## src/rtl/convseq_pkg.sv

```systemverilog
package convseq_pkg;

  // Strobes from the sequencing control to the slot timer datapath.
  typedef struct packed {
    logic load;    // begin a new slot this edge
    logic active;  // a slot is currently being timed
  } seqStrobe_t;

endpackage

```

## src/rtl/seq_ctrl.sv

```systemverilog
module seq_ctrl
  import convseq_pkg::*;
#(
  parameter int NUM_CH = 3,
  localparam int NSLOT = 2 * NUM_CH,
  localparam int SLOT_W = $clog2(NSLOT)
) (
  input  logic              clk,
  input  logic              rstN,
  input  logic [NUM_CH-1:0] chanEn,
  input  logic [1:0]        mode,
  input  logic              continuous,
  input  logic              trigger,
  input  logic [SLOT_W-1:0] curSlot,
  input  logic              cntIsOne,
  output seqStrobe_t        strb,
  output logic [SLOT_W-1:0] nextSlot,
  output logic              busy,
  output logic              doneStb
);

  logic [NSLOT-1:0]  validVec;
  logic              anyValid;
  logic              haveAfter;
  logic [SLOT_W-1:0] firstIdx;
  logic [SLOT_W-1:0] afterIdx;
  logic              endOfSlot;
  logic              startFromIdle;
  logic              advance;

  // A slot is eligible when its channel is on and its signal is selected.
  for (genvar g = 0; g < NSLOT; g++) begin : gValid
    assign validVec[g] = chanEn[g / 2] & mode[g % 2];
  end

  // Lowest eligible slot, and lowest eligible slot after the current one.
  always_comb begin
    firstIdx  = '0;
    afterIdx  = '0;
    haveAfter = 1'b0;
    for (int i = NSLOT - 1; i >= 0; i--) begin
      if (validVec[i]) begin
        firstIdx = SLOT_W'(i);
        if (i > int'(curSlot)) begin
          afterIdx  = SLOT_W'(i);
          haveAfter = 1'b1;
        end
      end
    end
  end

  assign anyValid      = |validVec;
  assign endOfSlot     = busy && cntIsOne;
  assign startFromIdle = !busy && (continuous || trigger) && anyValid;
  assign advance       = endOfSlot && (haveAfter || (continuous && anyValid));

  assign strb.load   = startFromIdle || advance;
  assign strb.active = busy;
  assign nextSlot    = (busy && haveAfter) ? afterIdx : firstIdx;
  assign doneStb     = endOfSlot;

  always_ff @(posedge clk) begin
    if (!rstN) begin
      busy <= 1'b0;
    end else if (strb.load) begin
      busy <= 1'b1;
    end else if (endOfSlot) begin
      busy <= 1'b0;
    end
  end

endmodule

```

## src/rtl/slot_timer.sv

```systemverilog
module slot_timer
  import convseq_pkg::*;
#(
  parameter int NUM_CH  = 3,
  parameter int CNT_W   = 16,
  parameter int CT_BASE = 64,
  localparam int NSLOT  = 2 * NUM_CH,
  localparam int SLOT_W = $clog2(NSLOT),
  localparam int CH_W   = $clog2(NUM_CH)
) (
  input  logic              clk,
  input  logic              rstN,
  input  seqStrobe_t        strb,
  input  logic [SLOT_W-1:0] nextSlot,
  input  logic [2:0]        shuntCt,
  input  logic [2:0]        busCt,
  output logic [SLOT_W-1:0] curSlot,
  output logic              cntIsOne,
  output logic              startStb,
  output logic [CH_W-1:0]   slotChan,
  output logic              slotIsBus
);

  logic [CNT_W-1:0] cnt;
  logic [CNT_W-1:0] durShunt;
  logic [CNT_W-1:0] durBus;
  logic [CNT_W-1:0] durNext;

  // Conversion-time code to cycle count, scaled by CT_BASE.
  function automatic logic [CNT_W-1:0] ctCycles(input logic [2:0] code);
    return CNT_W'(CT_BASE * (int'(code) + 1));
  endfunction

  assign durShunt = ctCycles(shuntCt);
  assign durBus   = ctCycles(busCt);
  assign durNext  = nextSlot[0] ? durBus : durShunt;

  always_ff @(posedge clk) begin
    if (!rstN) begin
      curSlot  <= '0;
      cnt      <= '0;
      startStb <= 1'b0;
    end else if (strb.load) begin
      curSlot  <= nextSlot;
      cnt      <= durNext;
      startStb <= 1'b1;
    end else begin
      startStb <= 1'b0;
      if (strb.active && cnt != '0) begin
        cnt <= cnt - 1'b1;
      end
    end
  end

  assign cntIsOne  = (cnt == CNT_W'(1));
  assign slotChan  = CH_W'(curSlot >> 1);
  assign slotIsBus = curSlot[0];

endmodule

```

## src/rtl/conv_sequencer.sv

```systemverilog
module conv_sequencer
  import convseq_pkg::*;
#(
  parameter int NUM_CH  = 3,
  parameter int CNT_W   = 16,
  parameter int CT_BASE = 64
) (
  input  logic                       clk,
  input  logic                       rstN,
  input  logic [NUM_CH-1:0]          chanEn,
  input  logic [1:0]                 mode,
  input  logic [2:0]                 shuntCt,
  input  logic [2:0]                 busCt,
  input  logic                       continuous,
  input  logic                       trigger,
  output logic                       startStb,
  output logic                       doneStb,
  output logic [$clog2(NUM_CH)-1:0]  slotChan,
  output logic                       slotIsBus,
  output logic                       busy
);

  localparam int SLOT_W = $clog2(2 * NUM_CH);

  seqStrobe_t        strb;
  logic [SLOT_W-1:0] nextSlot;
  logic [SLOT_W-1:0] curSlot;
  logic              cntIsOne;

  seq_ctrl #(.NUM_CH(NUM_CH)) u_ctrl (
    .clk        (clk),
    .rstN       (rstN),
    .chanEn     (chanEn),
    .mode       (mode),
    .continuous (continuous),
    .trigger    (trigger),
    .curSlot    (curSlot),
    .cntIsOne   (cntIsOne),
    .strb       (strb),
    .nextSlot   (nextSlot),
    .busy       (busy),
    .doneStb    (doneStb)
  );

  slot_timer #(.NUM_CH(NUM_CH), .CNT_W(CNT_W), .CT_BASE(CT_BASE)) u_timer (
    .clk       (clk),
    .rstN      (rstN),
    .strb      (strb),
    .nextSlot  (nextSlot),
    .shuntCt   (shuntCt),
    .busCt     (busCt),
    .curSlot   (curSlot),
    .cntIsOne  (cntIsOne),
    .startStb  (startStb),
    .slotChan  (slotChan),
    .slotIsBus (slotIsBus)
  );

endmodule

```

## config.mk

```make
export PLATFORM = sky130hd
export DESIGN_NAME = conv_sequencer
export DESIGN_NICKNAME = d
export VERILOG_FILES = /design/src/rtl/convseq_pkg.sv /design/src/rtl/seq_ctrl.sv /design/src/rtl/slot_timer.sv /design/src/rtl/conv_sequencer.sv
export SDC_FILE = /design/constraint.sdc
export NUM_CORES = 1
export LEC_CHECK = 0
export BUFFER_PORTS_ARGS = -buffer_cell sky130_fd_sc_hd__buf_2
export CORE_MARGIN = 2
export CORE_UTILIZATION = 54
export DETAILED_ROUTE_END_ITERATION = 8
export PLACE_DENSITY = 0.76
export SLEW_MARGIN = 20
export SYNTH_ARGS = -nofsm -noshare
export SYNTH_HDL_FRONTEND = slang
export SYNTH_SLANG_ARGS = --single-unit
```

## constraint.sdc

```tcl
create_clock -name clk -period 4 [get_ports clk]
set_input_delay 0.6 -clock clk [delete_from_list [all_inputs] [get_ports clk]]
set_output_delay 0.6 -clock clk [all_outputs]
set_load 0.02 [all_outputs]
```

==> results of run 1 <==
[report_power, final]
group,internal [mW],leakage [nW],switching (mW)
combinational,0.166,0.430,0.192
clock,0.0372,0.0177,0.0653
sequential,0.248,0.172,0.0440
total,0.451,0.619,0.301
[registers in the layout (all words and copies together), names as in the netlist]
name	flops
u_timer.startStb	1
u_timer.cnt	16
u_timer.curSlot	3
u_ctrl.busy	1
[layout by cell type (no fill, tap or decap), types with 3 or more instances in the layout]
cell      instances
nand2_1          12
or3b_2            3
xor2_1            5
or3_2             3
o21ai_0           4
xnor2_1           7
nor4_1            6
nor2_1           18
ha_1              3
buf_2            20
a21boi_0          3
clkbuf_4          3
nor3_1            6
dfxtp_1          21
nand2b_1          6
inv_1             6
mux2_2            3
a21oi_1           8
buf_4             4
[cells by family (layout without fill, tap and decap cells)]
| kind of cell | after synthesis | after routing | synth area share (%) |
|---|---|---|---|
| adders and majority gates | 3 | 3 | 2.78 |
| muxes | 5 | 5 | 3.98 |
| AOI/OAI and AO/OA | 36 | 36 | 19.7 |
| and+or+nand+nor | 73 | 73 | 31.4 |
| xor gates and xnor gates | 12 | 12 | 7.77 |
| DFF | 21 | 21 | 31.1 |
| buffers and inverters | 10 | 34 | 3.33 |
[layer usage]
layer	track usage [%]	share of wire, %
met5	0	0
met4	5.83	0.53
met3	3.33	5.0
met2	40.4	50
met1	23.0	45
[path summary, 6_finish.rpt]
check | slack, ns | cells after the start | to | start
max | 0.62 | 10 | u_timer.cnt[8] | mode[1]
min | 0.52 | 2 | u_timer.cnt[1] | u_timer.cnt[1]
max reg2reg | 0.64 | 10 | u_timer.cnt[8] | u_timer.curSlot[2]
min reg2reg | 0.52 | 2 | u_timer.cnt[1] | u_timer.cnt[1]
[cell type report]
class | instances | area (um2)
fill | 215 | 901
sequential | 21 | 420
timing repair buffer | 24 | 130
multi-input combinational | 129 | 893
tap | 30 | 37.5
inverter | 6 | 22.5
clock buffer | 3 | 22.5
clock inverter | 1 | 5.00
[per-stage QoR]
| stage | instances | hold WS [ns] | utilization [%] | setup slack (ns) |
|---|---|---|---|---|
| global route | 214 | 0.546 | 63.0 | 0.516 |
| floorplan | 160 | 0.484 | - | 0.459 |
| detailed placement | 210 | 0.510 | 61.6 | 0.313 |
| finish | 214 | 0.525 | 63.0 | 0.618 |
| global placement | 210 | 0.492 | 61.6 | 0.422 |
| CTS | 214 | 0.530 | 62.7 | 0.653 |
[critical path: stages]
cell	delay (ns)
buf_2	0.14
or3b_2	0.44
a21boi_0	0.24
o31ai_1	0.13
a32oi_1	0.53
mux2_2	0.42
ha_1	0.21
or4b_4	0.53
o32a_1	0.29
o211ai_1	0.09
==> metrics.yaml, run 1 <==
ys_types: 48
ir_worst_vdd_v: 0.000384
p_total_uw: 753
finalNetCount: 203
portBuffers: 20
cts.clk_slew.worst_paths_ns: 0.13
cts_hold_buf: 0
clkLatencyLatePin_ns: 0.30
grt-ovfl-total: 0
ys_seq_elements: 21
diodes: 0
path_class: "input pin to register"
worstSetupStartpointType: "input pin"
gp_congestion: 0.751
clockBufferDepth: 2
syn_nets: 178
worstPathMaxFanout: 8
syn_area_per_cell_um2: 8.45
numCtsBuffers: 3
drt_iter0_markers: 24
cts_tree: "built"
ys_top_cells_by_count: "21 x dfxtp_1, 18 x nor2_1, 12 x nand2_1"
design_area_um2: 1530
ys_warn_count: 0
core_area_um2: 2430
num_rows: 18
fin_worst_skew_ns: 0.0134
setup_viol: 0
max_freq_mhz: 296
setup_tns_ns: 0
clock-root-buffer: "clkbuf_4"
grt_max_degree: 14
yosysMostFrequentCell: "dfxtp_1"
htreeDepth: 1
placed_area_um2: 1500
async_flop_share_pct: 0
hold_class: "register to register"
cts_resized: 0
clkSinkCount: 21
worstMarginPinSlew_ns: 0.733
hold_violations: 0
min_period_ns: 3.38
outcome: "complete, no violations"
io_pins: 21
drc_errors: 0
synth_ff_type: "dfxtp_1"
die_w_um: 54.0
critPathCaptureType: "register"
synth_top_area_share_pct: 31.1
rsz0062_at_grt: "no"
area_growth_pct: 13.2
die-area_um2: 2920
power_per_cell_area_nw_per_um2: 491
cap_violations: 0
synth_edf_count: 0
maxSlewViolCount: 0
antenna_found_initial: 0
initial_core_util_pct: 55.6
hpwl_mm: 2.13
ys_seq_area_share_pct: 31.1
vias: 1252
drive_above_1_share_pct: 23.9
antenna_left: 0
post-cts-setup-buffer-count: 0
die_h_um: 54.0
drt-pass1-iter-count: 4
wl_mm: 2.85
min_period_over_period_pct: 84.6
leakagePower_nw: 0.619
crit_arrival_ns: 3.62
wire_per_inst_um: 13.3
synth_top_area_cell: "dfxtp_1"
vias_per_cell: 5.85
required_ns: 4.24
grt_pass1_wl_mm: 4.43
syn_area_um2: 1350
grt_use_total_pct: 20.8
max_slew_margin_pct: 50.7
first_global_vias: 1091
syn_inst: 160
synth_area_leaders: "dfxtp_1 31%, nor2_1 5.0%, xnor2_1 4.5%"
(Power assumes the default switching activity.)
==> run 2: changes to the inputs <==
==> constraint.sdc (replaced) <==
create_clock -name clk -period 3.4 [get_ports clk]
set_input_delay 0.51 -clock clk [delete_from_list [all_inputs] [get_ports clk]]
set_output_delay 0.51 -clock clk [all_outputs]
set_load 0.02 [all_outputs]
==> metrics.yaml, run 2 (synthesis results as in run 1) <==
min_period_over_period_pct: 91.0
max_slew_margin_pct: 36.4  # -14 points
die_h_um: 54.0  # unchanged
power_per_cell_area_nw_per_um2: 579  # +18%
worstSetupStartpointType: "register"
leakagePower_nw: 0.627  # +1.3%
antenna_found_initial: 0  # unchanged
final_cell_mix: "21 x dfxtp_1, 20 x buf_2, 18 x nor2_1, 12 x nand2_1, 8 x a21oi_1"
placed_cells: 212  # +0.95%
worstMarginPinSlew_ns: 0.941  # +0.208 ns
fin_hold_ws_ns: 0.494  # -0.0305 ns
die_w_um: 54.0  # unchanged
num_rows: 18  # unchanged
finalNonFillerCells: 216  # +0.93%
combPwrFrac_pct: 48.3  # +0.7 points
post-cts-setup-buffer-count: 0  # unchanged
cap_violations: 0  # unchanged
r2r_cells: 10  # unchanged
cts_hold_buf: 0  # unchanged
required_ns: 3.64  # -0.60 ns
cts.clk_slew.worst_paths_ns: 0.13  # about the same
vias_per_cell: 5.73  # -2.0%
p_total_uw: 897  # +19%
gp_congestion: 0.765  # +1.9%
grt_pass1_wl_mm: 4.31  # -2.6%
drc_errors: 0  # unchanged
wire_per_inst_um: 13.3  # about the same
slowest_stage: "or4b_4"
clkSinkCount: 21  # unchanged
final_common_cell: "dfxtp_1"
timing.rr.start: "u_timer.curSlot[2]"
htreeDepth: 1  # unchanged
biggestRegsByFlops: "u_timer.cnt: 16 flops, u_timer.curSlot: 3 flops"
slowest_delay_ns: 0.54  # about the same
hpwl_mm: 2.20  # +3.1%
cp_cell_sequence: "o21bai_1 -> a21boi_0 -> buf_4 -> or2_2 -> a32oi_2 -> mux2_2 -> ha_1 -> or4b_4 -> o32a_1 -> o211ai_1"
rsz0062_at_grt: "no"
core_area_um2: 2430  # unchanged
fin_worst_skew_ns: 0.0134  # -0.0000180 ns
p_sw_share_pct: 39.8  # -0.26 points
wl_mm: 2.88  # +1.0%
io_pins: 21  # unchanged
drive_above_1_share_pct: 24.7  # +0.82 points
path_class: "register to register"
rrSetupSlack_ns: 0.31  # -0.33 ns
fillers: 243  # +13%
switching_power_uw: 357  # +18%
worstReg2RegEnd: "u_timer.cnt[8]"
grt-ovfl-total: 0  # unchanged
max_freq_mhz: 323
finalNetCount: 205  # +0.99%
worstSetupStartpoint: "u_timer.curSlot[2]"
cts_resized: 0  # unchanged
largest-register: "u_timer.cnt"
die-area_um2: 2920  # unchanged
grt_use_met2_pct: 36.6  # -3.9 points
pwr-share-seq_pct: 38.2  # -0.6 points
critPathCaptureType: "register"
regArea_um2: 420  # unchanged
first_global_vias: 1077  # -1.3%
setup_tns_ns: 0  # unchanged
p_int_uw: 540  # +20%
grt_util_met1_pct: 23.9  # +0.89 points
grt_busiest_layer: "met2"
setup_viol: 0  # unchanged
clockBufferDepth: 2  # unchanged
crit_path_end: "u_timer.cnt[8]"
cts_tree: "built"
drt_iter0_markers: 17  # -29%
clock-root-buffer: "clkbuf_4"
portBuffers: 20  # unchanged
min_period_ns: 3.09
largest_register_ffs: 16  # unchanged
antenna_left: 0  # unchanged
grtUsageMet3_pct: 3.33  # unchanged
worstPathMaxFanout: 7  # -1
multi_input_area_um2: 895  # +0.14%
hold_violations: 0  # unchanged
maxSlewViolCount: 0  # unchanged
vias: 1238  # -1.1%
final_core_util_pct: 63.6  # +0.67 points
outcome: "complete, no violations"
ir_worst_vdd_v: 0.000447  # +16%
crit_arrival_ns: 3.34  # -0.28 ns
diodes: 0  # unchanged
initial_core_util_pct: 55.6  # unchanged
clkLatencyLatePin_ns: 0.31  # about the same
drt-pass1-iter-count: 4  # unchanged
area_growth_pct: 14.4
grt_max_degree: 14  # unchanged
numCtsBuffers: 3  # unchanged
grt_use_total_pct: 19.8  # -1.1 points
hold_class: "input pin to register"
clock_power_share_pct: 13.5  # about the same
==> run 2: cell types whose count changed in the layout (fill, tap and decap cells not counted) <==
cell,delta
a32oi_2,+1
buf_4,+2
nor4b_1,+1
nor4b_2,-1
a32oi_1,-1
==> run 2: how the worst min path moves through the flow <==
| stage | start | to | depth (start not counted) |
|---|---|---|---|
| floorplan | u_timer.cnt[1] | u_timer.cnt[1] | 2 |
| global placement | u_timer.cnt[1] | u_timer.cnt[1] | 2 |
| detailed placement | u_timer.cnt[1] | u_timer.cnt[1] | 2 |
| CTS | busCt[2] | u_timer.cnt[8] | 3 |
| global route | busCt[2] | u_timer.cnt[8] | 3 |
| finish | busCt[2] | u_timer.cnt[8] | 3 |
==> run 2: cell type report <==
class                           count  share of cell area [%]
Multi-Input combinational cell    129                    57.8
Sequential cell                    21                    27.2
Timing Repair Buffer               26                    9.38
Tap cell                           30                    2.43
Clock buffer                        3                    1.46
Inverter                            6                    1.46
Clock inverter                      1                   0.323
==> run 2: power groups by stage <==
stage	clock [mW]	combinational, mW	sequential, mW
2_1_floorplan	0	0.354	0.340
3_3_place_gp	0	0.420	0.344
4_1_cts	0.124	0.434	0.342
5_1_grt	0.133	0.477	0.350
3_5_place_dp	0	0.431	0.347
6_report	0.121	0.433	0.343
==> run 2: per-layer routing <==
| layer | share of wire, % | wire [um] |
|---|---|---|
| met1 | 48 | 1390 |
| met2 | 49 | 1410 |
| met3 | 2.9 | 84 |
| met4 | 0 | 0 |
| met5 | 0 | 0 |
==> run 2: per-stage QoR <==
| step | setup slack [ns] | instance area (um2) |
|---|---|---|
| floorplan | 0.0388 | 1360 |
| global placement | 0.0946 | 1520 |
| detailed placement | 0.0408 | 1520 |
| CTS | 0.312 | 1550 |
| global route | 0.194 | 1550 |
| finish | 0.307 | 1550 |
==> run 2: worst max-delay path, delay by kind of cell, from the launching register on <==
family | cells | cell delay [ns]
AOI/OAI and AO/OA | 5 | 0.96
buffers and inverters | 1 | 0.17
and+or+nand+nor | 2 | 0.85
adders and majority gates | 1 | 0.20
muxes | 1 | 0.40
DFF | 1 | 0.47
